[src/rtl/buddy_pkg.sv]
package buddy_pkg;
  typedef enum logic {
    OP_ALLOC = 1'b0,
    OP_FREE  = 1'b1
  } buddy_op_e;

  typedef enum logic [1:0] {
    ST_IDLE  = 2'd0,
    ST_SPLIT = 2'd1,
    ST_MERGE = 2'd2
  } buddy_state_e;
endpackage

[src/rtl/buddy_lowbit.sv]
// Lowest set bit finder over one class free bitmap.
module buddy_lowbit #(
  parameter int W  = 16,
  parameter int IW = 4
) (
  input  logic [W-1:0]  vec,
  output logic          any,
  output logic [IW-1:0] idx
);
  always_comb begin
    any = 1'b0;
    idx = '0;
    for (int i = W - 1; i >= 0; i--) begin
      if (vec[i]) begin
        any = 1'b1;
        idx = IW'(i);
      end
    end
  end
endmodule

[src/rtl/buddy_class_search.sv]
// First class at or above the start class that holds a free block.
module buddy_class_search #(
  parameter int LEVELS = 4,
  parameter int LW     = 2
) (
  input  logic [LEVELS-1:0] nonempty,
  input  logic [LW-1:0]     start,
  output logic              found,
  output logic [LW-1:0]     lvl
);
  always_comb begin
    found = 1'b0;
    lvl   = '0;
    for (int l = LEVELS - 1; l >= 0; l--) begin
      if (nonempty[l] && (l >= int'(start))) begin
        found = 1'b1;
        lvl   = LW'(l);
      end
    end
  end
endmodule

[src/rtl/buddy_alloc.sv]
// Buddy block allocator. TOP_CNT must be a power of two >= 2.
module buddy_alloc #(
  parameter int MIN_ORDER = 4,
  parameter int LEVELS    = 4,
  parameter int TOP_CNT   = 2,
  localparam int L0_CNT   = TOP_CNT << (LEVELS - 1),
  localparam int IW       = $clog2(L0_CNT),
  localparam int LW       = (LEVELS > 1) ? $clog2(LEVELS) : 1,
  localparam int AW       = MIN_ORDER + IW
) (
  input  logic          clk,
  input  logic          rst,
  input  logic          req_valid,
  input  logic          req_op,
  input  logic [LW-1:0] req_class,
  input  logic [AW-1:0] req_addr,
  output logic          busy,
  output logic          ack,
  output logic          ack_ok,
  output logic [AW-1:0] ack_addr
);
  import buddy_pkg::*;

  localparam int PW = L0_CNT / 2;
  localparam logic [LW-1:0] TOP_LVL = LW'(LEVELS - 1);

  logic [L0_CNT-1:0] free_map [LEVELS];
  logic [PW-1:0]     pair_map [LEVELS];

  buddy_state_e  state;
  logic [LW-1:0] cur_lvl, tgt_lvl;
  logic [IW-1:0] cur_idx;
  logic          ack_q, ok_q;
  logic [AW-1:0] addr_q;

  logic [LEVELS-1:0] nonempty;
  logic [IW-1:0]     low_idx [LEVELS];
  logic              s_found;
  logic [LW-1:0]     s_lvl;
  logic [IW-1:0]     s_idx;
  logic [IW-1:0]     rel_idx;
  logic [LW-1:0]     dn_lvl;
  logic [IW-1:0]     dn_idx;
  logic              pair_old;

  for (genvar l = 0; l < LEVELS; l++) begin : g_lvl
    buddy_lowbit #(.W(L0_CNT), .IW(IW)) u_pick (
      .vec (free_map[l]),
      .any (nonempty[l]),
      .idx (low_idx[l])
    );
  end

  buddy_class_search #(.LEVELS(LEVELS), .LW(LW)) u_search (
    .nonempty (nonempty),
    .start    (req_class),
    .found    (s_found),
    .lvl      (s_lvl)
  );

  function automatic logic [AW-1:0] blk_addr(input logic [IW-1:0] idx,
                                             input logic [LW-1:0] lvl);
    return AW'(idx) << (MIN_ORDER + int'(lvl));
  endfunction

  always_comb begin
    s_idx    = low_idx[s_lvl];
    rel_idx  = IW'((req_addr >> MIN_ORDER) >> req_class);
    dn_lvl   = cur_lvl - LW'(1);
    dn_idx   = cur_idx << 1;
    pair_old = pair_map[cur_lvl][cur_idx[IW-1:1]];
  end

  always_ff @(posedge clk) begin
    if (rst) begin
      state   <= ST_IDLE;
      cur_lvl <= '0;
      tgt_lvl <= '0;
      cur_idx <= '0;
      ack_q   <= 1'b0;
      ok_q    <= 1'b0;
      addr_q  <= '0;
      for (int l = 0; l < LEVELS; l++) begin
        free_map[l] <= '0;
        pair_map[l] <= '0;
      end
      for (int i = 0; i < TOP_CNT; i++) free_map[LEVELS-1][i] <= 1'b1;
    end else begin
      ack_q <= 1'b0;
      case (state)
        ST_IDLE: begin
          if (req_valid) begin
            if (req_op == OP_ALLOC) begin
              if (!s_found) begin
                ack_q  <= 1'b1;
                ok_q   <= 1'b0;
                addr_q <= '0;
              end else begin
                free_map[s_lvl][s_idx] <= 1'b0;
                if (s_lvl != TOP_LVL)
                  pair_map[s_lvl][s_idx[IW-1:1]] <= ~pair_map[s_lvl][s_idx[IW-1:1]];
                cur_lvl <= s_lvl;
                cur_idx <= s_idx;
                tgt_lvl <= req_class;
                if (s_lvl == req_class) begin
                  ack_q  <= 1'b1;
                  ok_q   <= 1'b1;
                  addr_q <= blk_addr(s_idx, s_lvl);
                end else begin
                  state <= ST_SPLIT;
                end
              end
            end else begin
              cur_lvl <= req_class;
              cur_idx <= rel_idx;
              state   <= ST_MERGE;
            end
          end
        end
        ST_SPLIT: begin
          pair_map[dn_lvl][cur_idx[IW-2:0]] <= ~pair_map[dn_lvl][cur_idx[IW-2:0]];
          free_map[dn_lvl][dn_idx | IW'(1)] <= 1'b1;
          cur_lvl <= dn_lvl;
          cur_idx <= dn_idx;
          if (dn_lvl == tgt_lvl) begin
            ack_q  <= 1'b1;
            ok_q   <= 1'b1;
            addr_q <= blk_addr(dn_idx, dn_lvl);
            state  <= ST_IDLE;
          end
        end
        ST_MERGE: begin
          if (cur_lvl == TOP_LVL || !pair_old) begin
            if (cur_lvl != TOP_LVL)
              pair_map[cur_lvl][cur_idx[IW-1:1]] <= 1'b1;
            free_map[cur_lvl][cur_idx] <= 1'b1;
            ack_q  <= 1'b1;
            ok_q   <= 1'b1;
            addr_q <= blk_addr(cur_idx, cur_lvl);
            state  <= ST_IDLE;
          end else begin
            pair_map[cur_lvl][cur_idx[IW-1:1]] <= 1'b0;
            free_map[cur_lvl][cur_idx ^ IW'(1)] <= 1'b0;
            cur_idx <= cur_idx >> 1;
            cur_lvl <= cur_lvl + LW'(1);
          end
        end
        default: state <= ST_IDLE;
      endcase
    end
  end

  assign busy     = (state != ST_IDLE);
  assign ack      = ack_q;
  assign ack_ok   = ok_q;
  assign ack_addr = addr_q;
endmodule

[config.mk]
export PLATFORM = sky130hd
export DESIGN_NAME = buddy_alloc
export DESIGN_NICKNAME = d
export VERILOG_FILES = /design/src/rtl/buddy_pkg.sv /design/src/rtl/buddy_lowbit.sv /design/src/rtl/buddy_class_search.sv /design/src/rtl/buddy_alloc.sv
export SDC_FILE = /design/constraint.sdc
export NUM_CORES = 1
export LEC_CHECK = 0
export ABC_AREA = 1
export BUFFER_PORTS_ARGS = -buffer_cell sky130_fd_sc_hd__buf_2
export CORE_AREA = 2 2 130 132
export DETAILED_ROUTE_END_ITERATION = 8
export DIE_AREA = 0 0 132 134
export HOLD_SLACK_MARGIN = 0.02
export PLACE_DENSITY_LB_ADDON = 0.12
export SLEW_MARGIN = 20
export SYNTH_ARGS = -nofsm -noshare
export SYNTH_HDL_FRONTEND = slang
export SYNTH_SLANG_ARGS = --single-unit
[constraint.sdc]
create_clock -name clk -period 3.1 [get_ports clk]
set_clock_uncertainty 0.15 [all_clocks]
set_input_delay 0.93 -clock clk [delete_from_list [all_inputs] [get_ports clk]]
set_output_delay 0.93 -clock clk [all_outputs]
set_load 0.005 [all_outputs]
# Yosys cells after proc, flatten, opt, wreduce, memory -nomap -nowiden

Memory sizes are Yosys's and may differ from the RTL's. A register that Yosys moved wholly into a read port is not among the register bits.
Cells that the tools add are included.

Logic and storage cells: 382
Output and inout bits: 11
Memories kept: 2
Bits of input ports: 14
Flip-flop bits (word level): 20
RAM bits: 96

Memories:

| memory   | words | width | rd ports | clocked after memory_dff | write ports | line              | text |
|---|---|---|---|---|---|---|---|
| free_map | 4     | 16    | 4        | 0                        | 4           | buddy_alloc.sv:27 | `logic [L0_CNT-1:0] free_map [LEVELS];` |
| pair_map | 4     | 8     | 3        | 1                        | 4           | buddy_alloc.sv:28 | `logic [PW-1:0] pair_map [LEVELS];` |

Magnitude comparators: 18
Eq/ne operators: 15
Muxes and demuxes: 275
Shift operators: 4
Add/sub/neg operators: 5
Reductions and logical operators: 25
Bitwise operators: 31

Operator list:

| cell                                                 | count |
|---|---|
| 2-to-1 mux 4 bit                                     | 70 |
| 2-to-1 mux 16 bit                                    | 9 |
| 2-to-1 mux 1 bit                                     | 140 |
| 2-to-1 mux 8 bit                                     | 17 |
| OR reduction 16 bit                                  | 3 |
| 2-to-1 mux 2 bit                                     | 22 |
| bitwise OR 1 bit                                     | 26 |
| case mux 8 bit (3 select lines)                      | 1 |
| OR reduction 8 bit                                   | 3 |
| left shift 4 x 4 -> 8 bit                            | 3 |
| < comparator 4 x 5 -> 1 bit (second input constant)  | 4 |
| >= comparator 4 x 1 -> 1 bit (second input constant) | 4 |
| inequality test 2 bit (second input constant)        | 7 |
| adder 3 x 2 -> 4 bit (first input constant)          | 3 |
| demux 1 bit (select 3 bit)                           | 4 |
| demux 1 bit (select 4 bit)                           | 3 |
| < comparator 3 x 4 -> 1 bit (second input constant)  | 3 |
| case mux 2 bit (3 select lines)                      | 2 |
| case mux 4 bit (3 select lines)                      | 1 |
| logical AND 1 bit                                    | 10 |
| binary-select mux 1 bit (select 3 bit)               | 3 |
| >= comparator 3 x 1 -> 1 bit (second input constant) | 3 |
| inequality test 3 bit (second input constant)        | 3 |
| binary-select mux 4 bit (select 2 bit)               | 1 |
| other kinds (20)                                     | 28 |

# Logic depth before layout (Yosys ltp)

Gate-level depths: netlist (run 1).
An unclocked memory read counts as a cell.

Depth in word-level cells: 34
Depth in mapped cells: 24
Mapped depth without buffers: 24

# By module

From an unflattened synthesis (run 1), not the netlist that was laid out.

Cells, all modules: 1362
Area, all modules: 8923.6 µm²

By module, submodules not included:

| module             | cells each | instances | sequential area each (µm²) | area an instance (µm²) |
|---|---|---|---|---|
| buddy_alloc        | 1153       | 1         | 3243.1                     | 8034.0 |
| buddy_lowbit       | 49         | 4         | 0.0                        | 209.0 |
| buddy_class_search | 13         | 1         | 0.0                        | 53.8 |

# Worst setup path after synthesis (run 1)

No wires, ideal clock.

Path kind: input to register
Start point: in req_op
End point: mem free_map[0][4] in the netlist's numbering, enable pin
Setup slack: 0.039 ns
Arrival time: 2.618 ns
Setup time: 0.293 ns
Data required time: 2.657 ns
Stages: 15
Cells stage by stage: clkbuf_1 nor2_1 inv_1 nor2_1 nand2_2 nor2_4 nand3_2 o21ai_2 nand2_1 o21ai_2 inv_2 nor2_4 buf_6 nand2_1 nand2_1

RTL lines:

| item               | line              | text |
|---|---|---|
| start: declaration | buddy_alloc.sv:14 | `input logic req_op,` |
| end: declaration   | buddy_alloc.sv:27 |  |

==> summary.txt, run 1 <==
post-synth top area share -> 32.8%
clk sinks -> 114
crit-path max FO -> 8
gr busiest metal -> met2
Die Height -> 134 um
Synth Area in Compound Gates -> 13.2%
Port Buf Inserts -> 16
GR Util met2 -> 49.0%
Register Area -> 3240 um^2
PnR worst setup slack -> -0.0187 ns
Iter 0 DRT Violations -> 1,074
most frequent cells in the layout -> nand2_1, inv_1, nor2_1
Worst EP arrival -> 3.24 ns
worst skew pair latency -> 0.43 ns
failing checks -> setup timing
antenna cell count -> 0
Synth Area in Adders -> 0.711%
cell taking the most area after synthesis -> edfxtp_1
DIE AREA -> 17,700 um^2
gr usage total -> 31.7%
Synth Area in XOR/XNOR -> 0.299%
core area -> 16,300 um^2
ys flop type -> edfxtp_1
Routed Antenna Nets -> 0
fmax -> 321 MHz
slowest CP cell -> edfxtp_1
combinational power share -> 50.6%
crit share post-route -> 101%
Leak -> 5.05 nW
Worst path depth -> 20
cell count after placement -> 1,618
library cells used by synthesis -> 41
initial antenna violation count -> 0
Synth Warn # -> 0
endpoints failing setup -> 1
Post-Layout Cell Count -> 1,665
CP startpoint kind -> register
switching power -> 3.84 mW
Util after Layout -> 68.2%
worst-case vdd ir drop -> 0.481 mV
Routed WL per cell -> 17.2 um
Hold Path Cell Cnt -> 2
Post-Synth Simple-Gate Area -> 36.8%
Critical Path RT -> 3.22 ns
Max transition margin -> 45.7%
Worst Tran Pin Value -> 0.805 ns
fraction of layout cells with a size suffix above 1 -> 24.6%
max-slew violation count -> 0
crit path cell chain -> nor2_2, nand3_2, nor2_1, nand2_1, nand2_2, nand2_2, nand2_4, nand2_8, inv_6, nand4_1, nand3_4, nand2_8, buf_8, nand2_4, nand2_2, a21oi_2, nand3_4, nand2_8, nand2_4, nor2_1
Post-Synthesis Cell Area -> 8800 um^2
drt total wl -> 28.6 mm
commonest non-fill, non-tap cell in the layout -> nand2_1
mean post-synth cell area -> 6.61 um^2
fin crit period -> 3.12 ns
DPL Wire Length -> 21.2 mm
internal power -> 4.55 mW
met3 usage -> 7.26%
global route overflow -> 0
Largest stage delay, worst path -> 0.42 ns
H-tree Lvls -> 4
clock slew at reported path FFs -> 0.06 ns
synthesized instance count -> 1,332
sequential area share after synthesis -> 36.8%
largest net degree at the start of global routing -> 94
CTS max path bufs -> 2
nets -> 1,451
Root Buffer -> clkbuf_16
starting density of the core -> 54.0%
EDFF count, synth -> 96
kind of cell adding the most delay to the critical path -> simple AND/OR/NAND/NOR gates
share of synthesized registers carrying an async set or reset -> 0%
switch share -> 45.7%
WS Path Type -> reg2reg
GRT met1 Usage -> 44.4%
DR pass1 iterations -> 6
worst hold path type -> reg2reg
vias per cell -> 5.57
max-cap violation count -> 0
CTS Buf Count -> 17
Via Count -> 9,277
final hold viol count -> 0
sequential share of power -> 27.1%
Die X-Extent -> 132 um
multiplexer share of the synthesized area -> 0%
Multi-input gate area -> 5140 um^2
# DRC -> 0
vias in the first global route -> 8,191
r2r setup slk -> -0.02 ns
filler cell count -> 1,369
first-pass GRT wire length -> 43.2 mm
Power, Total -> 8.39 mW
Boundary Pins -> 25
number of synthesized register bits -> 114
RSZ-0062 raised after global routing -> yes
Critical path buffers and inverters -> 2
power density cells -> 755 nW/um^2
largest family of logic cells by synthesized area -> simple AND/OR/NAND/NOR gates
top cells by area, synth -> edfxtp_1, nand2_1, inv_1, nor2_1, nand3_1
Critical Path Sink Type -> register
routability congestion estimate -> 0.983
status -> complete, but fails checks
CTS tree -> built
Clk pwr share -> 22.3%
site row count -> 47
Syn-to-layout area delta -> 26.2%
r2r worst-path depth -> 20
==> registers in the layout, indices dropped and copies added, names as in the netlist, named ones only <==
signal and count:
ack 1, ack_addr 4, cur_idx 4, pair_map 32
state 2, free_map 64, ack_ok 1, tgt_lvl 2
cur_lvl 2
==> final cells by class <==
cell class	count	share of cell area, %
well taps	220	2.48
repair buffers	128	9.86
clock inverters	15	1.18
inverters	206	7.09
flip-flops and latches	114	29.2
multi-input cells	964	46.3
clock buffers	17	3.83
repair inverters	1	0.0676
==> cells by family after synthesis <==
logic type	after synthesis
other	1
buffers and inverters	257
XOR/XNOR	3
AO/OA/AOI/OAI	210
flip-flops	114
AND/OR/NAND/NOR	742
adder cells (fa/ha/maj)	5
==> power groups by stage <==
stage	registers, mW	clock network [mW]	logic, mW
3_5_place_dp	2.28	0	3.74
4_1_cts	2.25	1.89	3.75
5_1_grt	2.30	1.96	4.60
2_1_floorplan	2.22	0	2.41
6_report	2.27	1.87	4.25
3_3_place_gp	2.27	0	3.68
==> worst paths after layout <==
check / from / end
max: free_map[2][4] / pair_map[0][7]
min: state[1] / state[1]
max reg2reg: free_map[2][4] / pair_map[0][7]
min reg2reg: state[1] / state[1]
==> synth_stat cells, types with 2 or more instances <==
cell and instances:
a31oi_1 4, a21oi_1 84, o21ai_2 6, buf_4 9, nand4_1 12, o221ai_1 3
xor2_1 3, nor2_4 8, o211ai_2 2, a41oi_1 2, nor2_2 7, o22ai_1 2
o21ai_0 80, nand3_2 11, clkinv_1 4, ha_1 5, nor2_1 177, buf_2 10
nand2_4 6, buf_1 3, buf_6 6, o21ai_1 9, nand2_1 369, edfxtp_1 96
dfxtp_1 18, nor3_1 7, nand2_2 21, a211oi_1 3, a21oi_2 3, inv_2 7
a22oi_1 2, inv_1 195, clkbuf_1 23, nand3_1 121, o211ai_1 8
==> through the flow <==
step / area [um^2] / setup WS, ns / TNS (ns) / hold WS [ns]
floorplan: 8810 / 0.0388 / 0 / 0.322
global placement: 9700 / -0.144 / -10.03 / 0.344
detailed placement: 9700 / -0.163 / -12.41 / 0.355
CTS: 10300 / 0.00432 / 0 / 0.362
global route: 11100 / -0.200 / -8.89 / 0.414
finish: 11100 / -0.0187 / -0.0187 / 0.373
==> routing by layer <==
metal | wire (um) | vias to the layer above
li1 | - | 4506
met1 | 12200 | 4270
met2 | 13000 | 457
met3 | 2840 | 44
met4 | 557 | 0
met5 | 0 | -
==> repair_timing <==
action,in CTS,in global routing
resized for setup,1,192
endpoints found under the hold margin,0,0
cloned,0,3
endpoints found under the setup margin,11,181
pin swaps,0,46
setup buffers,0,14
hold buffers,0,0
==> worst reg2reg max path: stages, from the launching register on <==
cell,delay [ns]
edfxtp_1,0.42
nor2_2,0.17
nand3_2,0.12
nor2_1,0.13
nand2_1,0.11
nand2_2,0.11
nand2_2,0.07
nand2_4,0.10
nand2_8,0.09
inv_6,0.08
nand4_1,0.18
nand3_4,0.16
nand2_8,0.09
buf_8,0.15
nand2_4,0.06
nand2_2,0.05
a21oi_2,0.17
nand3_4,0.12
nand2_8,0.20
nand2_4,0.12
nor2_1,0.12
Power figures use the tool's default switching activity.
==> run 2, diff against run 1 <==
CORE_AREA = 2 2 131 133   (was 2 2 130 132)
DIE_AREA = 0 0 133 135   (was 0 0 132 134)
PLACE_DENSITY = 0.71   (was unset)
PLACE_DENSITY_LB_ADDON = unset   (was 0.12)
SLEW_MARGIN = 15   (was 20)
SYNTH_HIERARCHICAL = 1   (was unset)
==> run 2 against run 1 <==
  * The run ends with DRC, setup timing left
  * Wire length up 5.1%
  * Non-clock buffer count is 64 higher
  * Maximum frequency fell by 11%
  * Combinational power grew 8.0%
  * Sequential power hardly changed
  * Register-to-register slack worse by 0.39 ns
  * Final area is 5.5% higher
  * Synthesized cell count increased by 2.3%
  * Critical path depth increased by 1
  * Power up 4.4%
  * Via count increased by 7.9%
  * Critical path type unchanged
  * Highest routed layer unchanged
==> summary.txt, run 2 <==
crit path cell chain -> inv_2, nand4_1, nor4_4, nand2_2, nand2_2, nand2_2, a21oi_4, inv_4, nand2_1, nand3_2, nand2_4, buf_8, nand3_1, nand3b_1, nand2_1, nor2_1, nand2_1, nand2_2, nand2_4, clkbuf_16, a21oi_1
number of synthesized register bits -> 114 (unchanged)
Hold Slack -> 0.328 ns (-0.0451 ns)
CTS Hold Bufs -> 0 (unchanged)
largest net degree at the start of global routing -> 41 (-56%)
post-synth top area share -> 32.3% (-0.45 points)
Iter 0 DRT Violations -> 1,410 (+31%)
max-cap violation count -> 0 (unchanged)
cell taking the most area after synthesis -> edfxtp_1
status -> complete, but fails checks
CTS tree -> built
library cells used by synthesis -> 45 (+9.8%)
worst skew pair latency -> 0.43 ns (about the same)
Post-Place Setup Slack -> -0.558 ns (-0.395 ns)
drt total wl -> 30.0 mm (+5.1%)
power density cells -> 748 nW/um^2 (-1.0%)
EDFF count, synth -> 96 (unchanged)
worst hold path type -> reg2reg
Register Area -> 3240 um^2 (unchanged)
Die X-Extent -> 133 um (+0.76%)
Routed WL per cell -> 17.3 um (+0.80%)
Synth Area in Adders -> 0.701% (-0.0098 points)
Critical path buffers and inverters -> 4 (+2)
slowest CP cell -> nor4_4
WS Path Type -> reg2reg
kind of cell adding the most delay to the critical path -> simple AND/OR/NAND/NOR gates
sequential area share after synthesis -> 36.3% (-0.51 points)
Util after Layout -> 71.4% (+3.2 points)
DPL Wire Length -> 20.8 mm (-1.7%)
CTS Buf Count -> 17 (unchanged)
flip-flop count of the largest register after layout -> 64 (unchanged)
largest family of logic cells by synthesized area -> simple AND/OR/NAND/NOR gates
synthesized instance count -> 1,362 (+2.3%)
Worst Hold Launch -> ack_addr[5]
cell with the most instances after synthesis -> nand2_1
DIE AREA -> 18,000 um^2 (+1.5%)
starting density of the core -> 54.4% (+0.36 points)
max-slew violation count -> 0 (unchanged)
Routed Antenna Nets -> 0 (unchanged)
share of synthesized registers carrying an async set or reset -> 0% (unchanged)
Power, Total -> 8.76 mW (+4.4%)
CP startpoint kind -> register
endpoints failing setup -> 183 (+182)
routability congestion estimate -> 0.956 (-2.7%)
fin crit period -> 3.51 ns (+0.388 ns)
H-tree Lvls -> 4 (unchanged)
Hold Path Cell Cnt -> 2 (unchanged)
clk sinks -> 114 (unchanged)
core area -> 16,400 um^2 (+0.72%)
final hold viol count -> 0 (unchanged)
Multi-input gate area -> 5250 um^2 (+2.0%)
Synth Area in Compound Gates -> 12.2% (-1.0 points)
RSZ-0062 raised after global routing -> yes
top cells by area, synth -> edfxtp_1, nand2_1, nor2_1, inv_1, nand3_1
r2r worst-path depth -> 21 (+5.0%)
mean post-synth cell area -> 6.55 um^2 (-0.84%)
Boundary Pins -> 25 (unchanged)
Fin Setup TNS -> -41.74 ns (-41.72 ns)
Post-Layout Cell Count -> 1,736 (+4.3%)
initial antenna violation count -> 0 (unchanged)
Critical Path Sink Type -> register
vias per cell -> 5.77 (+3.5%)
PnR worst setup slack -> -0.406 ns (-0.388 ns)
nets -> 1,524 (+5.0%)
Root Buffer -> clkbuf_16
CTS max path bufs -> 2 (unchanged)
crit-path max FO -> 10 (+2)
Worst Tran Pin Value -> 0.585 ns (-0.220 ns)
most frequent cells in the layout -> nand2_1, inv_1, buf_4
# DRC -> 1 (+1)
fmax -> 285 MHz (-11%)
gr usage total -> 33.2% (+1.5 points)
Port Buf Inserts -> 16 (unchanged)
failing checks -> DRC, setup timing
Syn-to-layout area delta -> 31.3%
filler cell count -> 1,302 (-4.9%)
cell count after placement -> 1,680 (+3.8%)
CP most frequent cell -> nand2_2
first-pass GRT wire length -> 46.5 mm (+7.8%)
Design Area, Final -> 11,700 um^2 (+5.5%)
clock slew at reported path FFs -> 0.05 ns (about the same)
fraction of layout cells with a size suffix above 1 -> 27.4% (+2.8 points)
WHS Endpoint -> ack_addr[5]
commonest non-fill, non-tap cell in the layout -> nand2_1
vias in the first global route -> 9,013 (+10%)
worst-case vdd ir drop -> 0.458 mV (-4.8%)
global route overflow -> 0 (unchanged)
Reg2Reg Capture Point -> pair_map[0][7]
Synth Area in XOR/XNOR -> 0.393% (+0.094 points)
Largest regs -> free_map (64), pair_map (32)
Most flops, register -> free_map
Die Height -> 135 um (+0.75%)
Cell Area, Placed -> 10,200 um^2 (+4.8%)
Post-synth top cells -> nand2_1, nor2_1, inv_1, nand3_1, a21oi_1
Critical Path RT -> 3.21 ns (about the same)
Synth Warn # -> 6 (+6)
Post-Synthesis Cell Area -> 8920 um^2 (+1.4%)
ys flop type -> edfxtp_1
worst r2r src -> free_map[2][11]
DR pass1 iterations -> 9 (+3)
Post-Synth Simple-Gate Area -> 37.7% (+0.87 points)
Leak -> 5.60 nW (+11%)
r2r setup slk -> -0.41 ns (-0.39 ns)
Max transition margin -> 60.7% (+15 points)
Via Count -> 10,009 (+7.9%)
site row count -> 47 (unchanged)
multiplexer share of the synthesized area -> 0% (unchanged)
crit share post-route -> 113% (+13 points)
Largest stage delay, worst path -> 0.39 ns (-0.03 ns)
antenna cell count -> 0 (unchanged)
Worst EP arrival -> 3.62 ns (+0.38 ns)
run 2: changes by cell type after synthesis, sizes merged, moves of 8 or more:
cell	change
buf	+21
nor3	+14
o21ai	-41
inv	-10
a21oi	+15
nor2	-22
a31oi	+11
nand3	-15
or2	+8
nand2	+20
nand4	+20
run 2: power breakdown:
| group | switching (mW) | leakage (nW) | internal (mW) | total, mW |
|---|---|---|---|---|
| combinational | 2.94 | 4.21 | 1.65 | 4.59 |
| clock | 0.722 | 0.262 | 1.15 | 1.88 |
| sequential | 0.219 | 1.13 | 2.07 | 2.29 |
run 2: worst min-delay path: cells and delay by family (launching register included):
kind,cells,cell delay (ns)
simple gates,1,0.08
compound gates,1,0.04
flops,1,0.32
run 2: worst max path at each step:
stage | slack, ns | cells past startpoint | to | from
after floorplan | 0.12 | 18 | free_map[2][13] | free_map[1][15]
after global placement | -0.48 | 16 | free_map[0][15] | req_class[1]
after detailed placement | -0.56 | 19 | free_map[0][13] | free_map[1][15]
after CTS | -0.20 | 20 | pair_map[0][6] | free_map[2][14]
after global routing | -0.51 | 24 | pair_map[0][7] | free_map[2][11]
final | -0.41 | 21 | pair_map[0][7] | free_map[2][11]
run 2: repair_timing:
item | in CTS | in global routing
resized for setup | 109 | 79
pin swaps | 35 | 21
buffers inserted | 16 | 7
endpoints found under the setup margin | 185 | 186
cloned | 1 | 3
run 2: layout make-up:
type                            count  share of cell area (%)
Clock inverter                     13                    1.04
Clock buffer                       17                    3.63
Multi-Input combinational cell    986                    44.8
Sequential cell                   114                    27.7
Tap cell                          220                    2.35
Inverter                          194                    6.28
Timing Repair Buffer              192                    14.2
run 2: kinds of logic after synthesis:
group	Yosys count
other cells	1
buf+inv	265
fa+ha+maj	5
flops	114
xor+xnor	4
compound gates	194
simple gates	779
run 2: layer usage:
layer | up-vias | track usage (%) | share of wire [%]
met5 | - | 0 | 0
met4 | 0 | 10.8 | 2.3
met3 | 80 | 6.72 | 11
met2 | 586 | 52.6 | 46
met1 | 4629 | 45.8 | 40
li1 | 4714 | - | -
